--- src/rtl/lane_cmp_pkg.sv ---
package lane_cmp_pkg;
    typedef enum logic [1:0] {
        CMP_EQ   = 2'd0,
        CMP_GT   = 2'd1,
        CMP_GE   = 2'd2,
        CMP_NONE = 2'd3
    } cmp_op_e;
endpackage

--- src/rtl/lane_cmp_chunk.sv ---
module lane_cmp_chunk #(
    parameter int CHUNK_W    = 8,
    parameter int NUM_CHUNKS = 4,
    localparam int DATA_W    = CHUNK_W * NUM_CHUNKS
) (
    input  logic [DATA_W-1:0]     a,
    input  logic [DATA_W-1:0]     b,
    output logic [NUM_CHUNKS-1:0] eq,
    output logic [NUM_CHUNKS-1:0] gt
);
    // Local compare of each chunk on its own.
    for (genvar i = 0; i < NUM_CHUNKS; i++) begin : g_chunk
        logic [CHUNK_W-1:0] ca, cb;
        assign ca    = a[i*CHUNK_W +: CHUNK_W];
        assign cb    = b[i*CHUNK_W +: CHUNK_W];
        assign eq[i] = (ca == cb);
        assign gt[i] = (ca > cb);
    end
endmodule

--- src/rtl/lane_cmp_merge.sv ---
module lane_cmp_merge #(
    parameter int NUM_CHUNKS = 4
) (
    input  logic [NUM_CHUNKS-1:0] eq,
    input  logic [NUM_CHUNKS-1:0] gt,
    input  logic [NUM_CHUNKS-2:0] gate,
    output logic [NUM_CHUNKS-1:0] eq_run,
    output logic [NUM_CHUNKS-1:0] gt_run
);
    // Ripple upward inside a lane: a higher chunk dominates, and ties
    // defer to the chunks below, until an open boundary is reached.
    always_comb begin
        eq_run[0] = eq[0];
        gt_run[0] = gt[0];
        for (int i = 1; i < NUM_CHUNKS; i++) begin
            eq_run[i] = eq[i] & (gate[i-1] | eq_run[i-1]);
            gt_run[i] = gt[i] | (eq[i] & ~gate[i-1] & gt_run[i-1]);
        end
    end
endmodule

--- src/rtl/lane_cmp_spread.sv ---
module lane_cmp_spread
    import lane_cmp_pkg::*;
#(
    parameter int NUM_CHUNKS = 4
) (
    input  cmp_op_e               op,
    input  logic [NUM_CHUNKS-1:0] eq_run,
    input  logic [NUM_CHUNKS-1:0] gt_run,
    input  logic [NUM_CHUNKS-2:0] gate,
    output logic [NUM_CHUNKS-1:0] result
);
    logic [NUM_CHUNKS-1:0] pick;

    always_comb begin
        unique case (op)
            CMP_EQ:  pick = eq_run;
            CMP_GT:  pick = gt_run;
            CMP_GE:  pick = gt_run | eq_run;
            default: pick = '0;
        endcase
    end

    // The top chunk of each lane holds the lane verdict; copy it downward.
    always_comb begin
        result[NUM_CHUNKS-1] = pick[NUM_CHUNKS-1];
        for (int i = NUM_CHUNKS - 2; i >= 0; i--) begin
            result[i] = gate[i] ? pick[i] : result[i+1];
        end
    end
endmodule

--- src/rtl/lane_cmp.sv ---
module lane_cmp
    import lane_cmp_pkg::*;
#(
    parameter int CHUNK_W    = 8,
    parameter int NUM_CHUNKS = 4,
    localparam int DATA_W    = CHUNK_W * NUM_CHUNKS
) (
    input  logic [DATA_W-1:0]     opa,
    input  logic [DATA_W-1:0]     opb,
    input  logic [NUM_CHUNKS-2:0] gate,
    input  logic [1:0]            op,
    output logic [NUM_CHUNKS-1:0] result
);
    logic [NUM_CHUNKS-1:0] c_eq, c_gt, r_eq, r_gt;
    cmp_op_e               op_e;

    assign op_e = cmp_op_e'(op);

    lane_cmp_chunk #(.CHUNK_W(CHUNK_W), .NUM_CHUNKS(NUM_CHUNKS)) u_chunk (
        .a(opa), .b(opb), .eq(c_eq), .gt(c_gt)
    );

    lane_cmp_merge #(.NUM_CHUNKS(NUM_CHUNKS)) u_merge (
        .eq(c_eq), .gt(c_gt), .gate(gate), .eq_run(r_eq), .gt_run(r_gt)
    );

    lane_cmp_spread #(.NUM_CHUNKS(NUM_CHUNKS)) u_spread (
        .op(op_e), .eq_run(r_eq), .gt_run(r_gt), .gate(gate), .result(result)
    );
endmodule

--- config.mk ---
export PLATFORM = sky130hd
export DESIGN_NAME = lane_cmp
export DESIGN_NICKNAME = d
export VERILOG_FILES = /design/src/rtl/lane_cmp_pkg.sv /design/src/rtl/lane_cmp_chunk.sv /design/src/rtl/lane_cmp_merge.sv /design/src/rtl/lane_cmp_spread.sv /design/src/rtl/lane_cmp.sv
export SDC_FILE = /design/constraint.sdc
export NUM_CORES = 1
export LEC_CHECK = 0
export BUFFER_PORTS_ARGS = -buffer_cell sky130_fd_sc_hd__buf_2
export CAP_MARGIN = 20
export CORE_MARGIN = 2
export CORE_UTILIZATION = 49
export DETAILED_ROUTE_END_ITERATION = 10
export GPL_TIMING_DRIVEN = 0
export PLACE_DENSITY = 0.95
export SLEW_MARGIN = 10
export SYNTH_ARGS = -nofsm -noshare
export SYNTH_HDL_FRONTEND = slang
export SYNTH_SLANG_ARGS = --single-unit
--- constraint.sdc ---
create_clock -name vclk -period 3.66
set_input_delay 0.732 -clock vclk [all_inputs]
set_output_delay 0.732 -clock vclk [all_outputs]
set_load 0.005 [all_outputs]
# Word-level counts from Yosys, hierarchy flattened
# Index checks and enable logic that the tools add are counted.
# op_classes
n_addsub	0
mul	0
div_mod_pow	0
n_lt_le_gt_ge	4
n_eq_ne	6
shifts	0
muxes	4
bitwise_logic	19
reduce_logical	1
# ops
op	n
$eq A8 B8 Y1	4
$gt A8 B8 Y1	4
$pmux W4 S3	1
$and A1 B1 Y1	9
$or A1 B1 Y1	6
$or A4 B4 Y4	1
$mux W1	3
$not A1 Y1	3
$eq A2 B1 Y1 const B	1
$eq A2 B2 Y1 const B	1
$logic_not A2 Y1	1
# totals
reg_bits	0
latch_bits	0
ramBits	0
romBits	0
in_bits	69
output_inout_bits	4
word_cells	34
mem_count	0

# Logic depth before layout (Yosys ltp)
# Gate-level depths: netlist of the first run.
# depth
word_depth	13
depth_mapped	9
mapped_depth_nobuf	9

# Modules after synthesis
# A second synthesis of the first run with hierarchy kept.
# unflattened
hier_cells	143
hier_area_um2	1079.8
# modules_own_cells
module	instances	cells_per_inst	area_each_um2	seq_area_each_um2
lane_cmp_chunk	1	112	855.8	0.0
lane_cmp_spread	1	17	123.9	0.0
lane_cmp_merge	1	14	100.1	0.0

# Worst setup path before layout of the first run
# Ideal clock, no wire load.
# synth_timing
path_type	input -> output
from	input opb[25]
to	output result[1]
t_arrival_ns	2.100
t_required_ns	2.928
path_slack_ns	0.828
path_stages	9
n_path_buf	0
cell_sequence	inv_1 -> ha_1 -> nor2b_1 -> o21ai_1 -> a21oi_1 -> a2111oi_2 -> a211oi_2 -> a211oi_2 -> a21oi_1
# synth_between
elab_chain_cells	8
elab_cells_between_ends	10
cone_classes	1 x order compare; 1 x eq/ne; 3 x mux; 5 x bitwise
# synth_lines
item	line_no	text
start, declared	lane_cmp.sv:9	input logic [DATA_W-1:0] opb,
parallel branches: the longest is 5 deep, another holds $gt A8 B8 Y1	--	
$pmux W4 S3 (*)	lane_cmp_spread.sv:15	unique case (op)
$mux W1 (*) (2 in a row)	lane_cmp_spread.sv:27	result[i] = gate[i] ? pick[i] : result[i+1];
end, declared	lane_cmp.sv:12	output logic [NUM_CHUNKS-1:0] result
# Mark *: on every way between the ends.

# Final worst setup path of the first run
# layout_timing
from	input opa[5]
to	output result[1]
# layout_between
elab_chain_cells	11
elab_cells_between_ends	18
cone_classes	1 x order compare; 1 x eq/ne; 3 x mux; 13 x bitwise
# layout_lines
item	line_no	text
start, declared	lane_cmp.sv:8	input logic [DATA_W-1:0] opa,
$gt A8 B8 Y1 / $eq A8 B8 Y1 (equally long branches)	lane_cmp_chunk.sv:17, lane_cmp_chunk.sv:16	
$and A1 B1 Y1 / $or A1 B1 Y1 (equally long branches)	lane_cmp_merge.sv:17, lane_cmp_merge.sv:16	
$or A1 B1 Y1 / $and A1 B1 Y1 (equally long branches)	lane_cmp_merge.sv:17, lane_cmp_merge.sv:16	
$and A1 B1 Y1 / $or A1 B1 Y1 (equally long branches)	lane_cmp_merge.sv:17, lane_cmp_merge.sv:16	
$or A1 B1 Y1 / $and A1 B1 Y1 (equally long branches)	lane_cmp_merge.sv:17, lane_cmp_merge.sv:16	
$and A1 B1 Y1 / $or A1 B1 Y1 (equally long branches)	lane_cmp_merge.sv:17, lane_cmp_merge.sv:16	
$or A1 B1 Y1 / $and A1 B1 Y1 (equally long branches)	lane_cmp_merge.sv:17, lane_cmp_merge.sv:16	
$or A4 B4 Y4	lane_cmp_spread.sv:18	CMP_GE: pick = gt_run | eq_run;
$pmux W4 S3 (*)	lane_cmp_spread.sv:15	
$mux W1	lane_cmp_spread.sv:27	
$mux W1 (*)	lane_cmp_spread.sv:27	
# Mark *: on every way between the ends. The rest lies on a longest branch, timed or not.

==> results of run 1 <==
## cells by family (layout without fill, tap and decap cells)
logic type      count (synthesis)  count (layout)  synth area share
compound gates                 52              52            0.3452
buf+inv                        37             110            0.1201
simple gates                   36              36            0.1808
fa+ha+maj                      32              32            0.3463
xor+xnor                        1               1          0.007577
## per-stage QoR
stage	hold WS [ns]	std cells	setup WS, ns	util
finish	1.860	259	0.3844	0.7036
global route	1.885	259	0.2462	0.7036
CTS	1.850	259	0.3880	0.7036
detailed placement	1.849	259	0.4002	0.7036
global placement	1.832	259	0.4600	0.7036
floorplan	1.593	158	0.8277	-
## how the worst min path moves through the flow
stage / end / slack (ns) / cells past startpoint
finish: result[0] / 1.86 / 4
global route: result[0] / 1.88 / 4
CTS: result[0] / 1.85 / 4
detailed placement: result[0] / 1.85 / 4
global placement: result[0] / 1.83 / 4
floorplan: result[1] / 1.59 / 2
## where the power goes
part / internal [mW] / switching, mW / total, mW
combinational: 0.0792 / 0.0767 / 0.156
clock: 0 / 0 / 0
sequential: 0 / 0 / 0
total: 0.0792 / 0.0767 / 0.156
## layout make-up
cell class,count,area share
Tap cell,28,0.02251
Inverter,37,0.08923
Multi-Input combinational cell,121,0.6535
Timing Repair Buffer,73,0.2347
## routing by layer
layer	vias to the layer above	routed length, um	global-route usage	part of all wire
li1	724	-	-	-
met1	629	1105	0.2177	0.40
met2	49	1488	0.4625	0.54
met3	0	185	0.02000	0.067
met4	0	0	0.008547	0
met5	-	0	0	0
## critical path, delay by kind of cell
family	cells	cell delay (ns)
compound gates	6	1.26
fa+ha+maj	1	0.31
buf+inv	2	0.24
## layout by cell type (no fill, tap or decap), types with 2 or more instances in the layout
| cell | Yosys | final |
|---|---|---|
| buf_2 | 0 | 73 |
| nand2b_1 | 2 | 2 |
| nor2b_1 | 6 | 6 |
| a211oi_2 | 3 | 3 |
| nor2_1 | 6 | 6 |
| a21oi_2 | 2 | 2 |
| ha_1 | 32 | 32 |
| o2111ai_1 | 3 | 3 |
| o211ai_1 | 3 | 3 |
| o211ai_2 | 2 | 2 |
| inv_1 | 37 | 37 |
| nand4_1 | 6 | 6 |
| o21ai_0 | 7 | 7 |
| nand2_1 | 5 | 5 |
| o21bai_1 | 4 | 4 |
| o21ai_1 | 2 | 2 |
| a211oi_1 | 2 | 2 |
| a21oi_1 | 11 | 11 |
| o221ai_1 | 2 | 2 |
==> results.sh, run 1 <==
export IMPL_finalSetupViolations=0
export IMPL_wirelength_um=2779
export IMPL_power_mw=0.1559
export IMPL_numSequentialCells=0
export IMPL_gp_congestion=0.7977
export IMPL_cp_max_fo=5
export IMPL_cts_hold_fix_buffers=0
export IMPL_finalCritPeriodShare=0.8950
export IMPL_vdd_drop_max_mv=0.06519
export IMPL_crit_chain="buf_2 -> ha_1 -> a211oi_1 -> o21bai_1 -> o2111ai_2 -> o2111ai_1 -> a211oi_2 -> a21oi_1 -> buf_2"
export IMPL_hp_start="gate[0]"
export IMPL_final_max_slew_violation_count=0
export IMPL_critical_path_startpoint="opa[5]"
export IMPL_crit_arrival_ns=2.54
export IMPL_ant_nets=0
export IMPL_core_area_mm2=0.002212
export IMPL_route_detailed_drc=0
export IMPL_die_h_um=52.58
export IMPL_dieWidth_um=52.58
export IMPL_fmax_mhz=305.3
export IMPL_fin_area_mm2=0.001556
export IMPL_hold_viol=0
export IMPL_synthCells=158
export IMPL_grt_max_degree=8
export IMPL_endpoint="result[1]"
export IMPL_synth_cell_area_mm2=0.001156
export IMPL_dieArea_mm2=0.002764
export IMPL_netlist_area_leader_share=0.3463
export IMPL_fin_crit_ns=3.276
export IMPL_cp_start_kind="primary input"
export IMPL_syn_nets=259
export IMPL_rows=17
export IMPL_vias_per_cell=5.413
export IMPL_seq_area_um2=0
export IMPL_netlist_top_cells_count="inv_1 (37), ha_1 (32), a21oi_1 (11)"
export IMPL_endpoint_kind="output port"
export IMPL_seq_area_frac_synth=0
export IMPL_nFillCells=207
export IMPL_worstMarginPinSlew_ns=0.3831
export IMPL_cts_setup_buffers=0
export IMPL_diodes=0
export IMPL_setup_tns_ns=0
export IMPL_area_growth_pct=34.63
export IMPL_yosysUniqueCellTypes=41
export IMPL_start_util=0.5226
export IMPL_post_cts_resized=0
export IMPL_nNetsFinal=334
export IMPL_p_per_area_mw_per_mm2=100.2
export IMPL_drtPass1Iterations=4
export IMPL_vias=1402
export IMPL_rsz0062_at_grt="no"
export IMPL_synth_top_area_cell="ha_1"
export IMPL_synth_most_common_cell="inv_1"
export IMPL_dp_hpwl_um=2624
export IMPL_antenna_found_initial=0
export IMPL_leakagePower_nw=0.8942
export IMPL_grt_use_total=0.2119
export IMPL_nClkBuffers=0
export IMPL_synth_avg_cell_area_um2=7.317
export IMPL_critPathKind="in2out"
export IMPL_grt_first_pass_wirelength_um=4747
export IMPL_drtIter0Drc=14
export IMPL_hold_class="in2out"
export IMPL_wire_per_inst_um=10.73
export IMPL_relSlewSlack=0.7441
export IMPL_drive_gt1_frac=0.3810
export IMPL_max_stage_delay_ns=0.31
export IMPL_portBuffers=73
export IMPL_overflow=0
export IMPL_multi_input_area_mm2=0.001017
export IMPL_synth_area_top_cells="ha_1 (35%), inv_1 (12%), a21oi_1 (4.8%)"
export IMPL_cp_common_cell="buf_2"
export IMPL_cp_required_ns=2.93
export IMPL_first_global_vias=1310
export IMPL_status="complete, no violations"
export IMPL_postPlaceCellArea_mm2=0.001556
export IMPL_maxCapViolCount=0
export IMPL_ys_warn_count=0
export IMPL_ios=73
export IMPL_cp_slowest_cell="ha_1"
Power figures use the tool's default switching activity.
==> run 2, diff against run 1 <==
Settings changed: ABC_AREA set to 1, CORE_UTILIZATION 49 to 47.
==> run 2 against run 1 <==
Highest routed layer unchanged. Largest power group unchanged. Combinational power decreased by 6%. Core utilization fell by 3.3 points. Worst setup slack gained 0.14 ns. Critical endpoint is now result[0].
==> results.sh, run 2 <==
export IMPL_area_growth_pct=38.51
export IMPL_crit_arrival_ns=2.40
export IMPL_dp_hpwl_um=2066
export IMPL_drtIter0Drc=12
export IMPL_whs_ns=1.829
export IMPL_status="complete, no violations"
export IMPL_finalSetupViolations=0
export IMPL_synthCells=174
export IMPL_cp_start_kind="primary input"
export IMPL_numSequentialCells=0
export IMPL_endpoint_kind="output port"
export IMPL_dieArea_mm2=0.002605
export IMPL_gp_congestion=0.7534
export IMPL_ant_nets=0
export IMPL_synth_area_top_cells="ha_1 (39%), inv_1 (17%), nand2_1 (15%)"
export IMPL_start_util=0.4840
export IMPL_syn_nets=275
export IMPL_antenna_found_initial=0
export IMPL_wirelength_um=2125
export IMPL_portBuffers=73
export IMPL_maxCapViolCount=0
export IMPL_fin_area_mm2=0.001440
export IMPL_critPathKind="in2out"
export IMPL_finalCritPeriodShare=0.8555
export IMPL_wire_per_inst_um=7.727
export IMPL_drtPass1Iterations=4
export IMPL_postPlaceCellArea_mm2=0.001440
export IMPL_vdd_drop_max_mv=0.05662
export IMPL_core_area_mm2=0.002148
export IMPL_seq_area_frac_synth=0
export IMPL_setup_tns_ns=0
export IMPL_route_detailed_drc=0
export IMPL_netlist_area_leader_share=0.3851
export IMPL_nNetsFinal=350
export IMPL_grtUsageMet3=0.01170
export IMPL_grt_use_total=0.1679
export IMPL_place_inst=275
export IMPL_grt_use_met2=0.3333
export IMPL_diodes=0
export IMPL_die_h_um=51.04
export IMPL_overflow=0
export IMPL_dieWidth_um=51.04
export IMPL_ios=73
export IMPL_cts_hold_fix_buffers=0
export IMPL_worstMarginPinSlew_ns=0.3047
export IMPL_hold_viol=0
export IMPL_yosysUniqueCellTypes=21
export IMPL_rows=17
export IMPL_hold_class="in2out"
export IMPL_use_met1=0.2018
export IMPL_synth_cell_area_mm2=0.001040
export IMPL_seq_area_um2=0
export IMPL_fmax_mhz=319.4
export IMPL_synth_avg_cell_area_um2=5.976
export IMPL_first_global_vias=1059
export IMPL_cp_max_fo=4
export IMPL_nClkBuffers=0
export IMPL_rsz0062_at_grt="no"
export IMPL_ys_warn_count=0
export IMPL_fin_crit_ns=3.131
export IMPL_cts_setup_buffers=0
export IMPL_busiest_layer="met2"
export IMPL_final_common_cell="buf_2"
export IMPL_p_per_area_mw_per_mm2=101.1
export IMPL_relSlewSlack=0.7962
export IMPL_leakagePower_nw=1.018
export IMPL_mostFrequentLayoutCells="buf_2 (73), inv_1 (46), nand2_1 (42)"
export IMPL_final_cell_count_no_fill=275
export IMPL_post_cts_resized=0
export IMPL_power_mw=0.1456
export IMPL_grt_first_pass_wirelength_um=3677
export IMPL_cp_required_ns=2.93
export IMPL_final_max_slew_violation_count=0
export IMPL_synth_top_area_cell="ha_1"
export IMPL_drive_gt1_frac=0.3401
export IMPL_synth_most_common_cell="inv_1"
export IMPL_vias_per_cell=4.589
export IMPL_grt_max_degree=6
export IMPL_vias=1262
export IMPL_netlist_top_cells_count="inv_1 (46), nand2_1 (42), ha_1 (32)"
run 2: final cells by class:
type | count | area (um2)
fill | 211 | 708.2
inverter | 47 | 176.4
multi-input combinational | 127 | 863.3
tap | 28 | 35.03
timing repair buffer | 73 | 365.4
run 2: metal layers:
metal  wire, um  part of all wire  up-vias
met5          0                 0        -
met4          0                 0        0
met3        159             0.075        0
met2       1081              0.51       39
met1        884              0.42      530
li1           -                 -      693
run 2: cell families after synthesis:
logic type      Yosys count  share of synthesized area
simple gates             69                     0.2960
compound gates           25                     0.1408
xor+xnor                  1                   0.008425
buf+inv                  47                     0.1697
fa+ha+maj                32                     0.3851
run 2: stage by stage:
step | setup slack [ns] | util
6_report | 0.5287 | 0.6704
3_3_place_gp | 0.5649 | 0.6704
5_1_grt | 0.2517 | 0.6704
2_1_floorplan | 0.8607 | -
3_5_place_dp | 0.5180 | 0.6704
4_1_cts | 0.5133 | 0.6704
run 2: worst max-delay path: stages:
cell	delay, ns
buf_2	0.10
ha_1	0.29
nand2_1	0.09
nor2_1	0.05
nand2_1	0.12
nand2_1	0.07
nor2_1	0.10
nand2_1	0.06
nand2_1	0.08
nand2_1	0.05
nand2_1	0.07
nand2_1	0.05
nand2_1	0.06
nand2_2	0.06
nand3_2	0.07
nand2_2	0.06
nand2_1	0.06
nand3_1	0.06
nand2_1	0.05
buf_2	0.11
run 2: power breakdown:
| part | switching (mW) | internal (mW) | total, mW |
|---|---|---|---|
| Combinational | 0.0728 | 0.0729 | 0.146 |
| Clock | 0 | 0 | 0 |
| Sequential | 0 | 0 | 0 |
run 2: worst paths after layout:
path,cells past startpoint,to,from
min,4,result[3],gate[2]
max,20,result[0],opa[3]
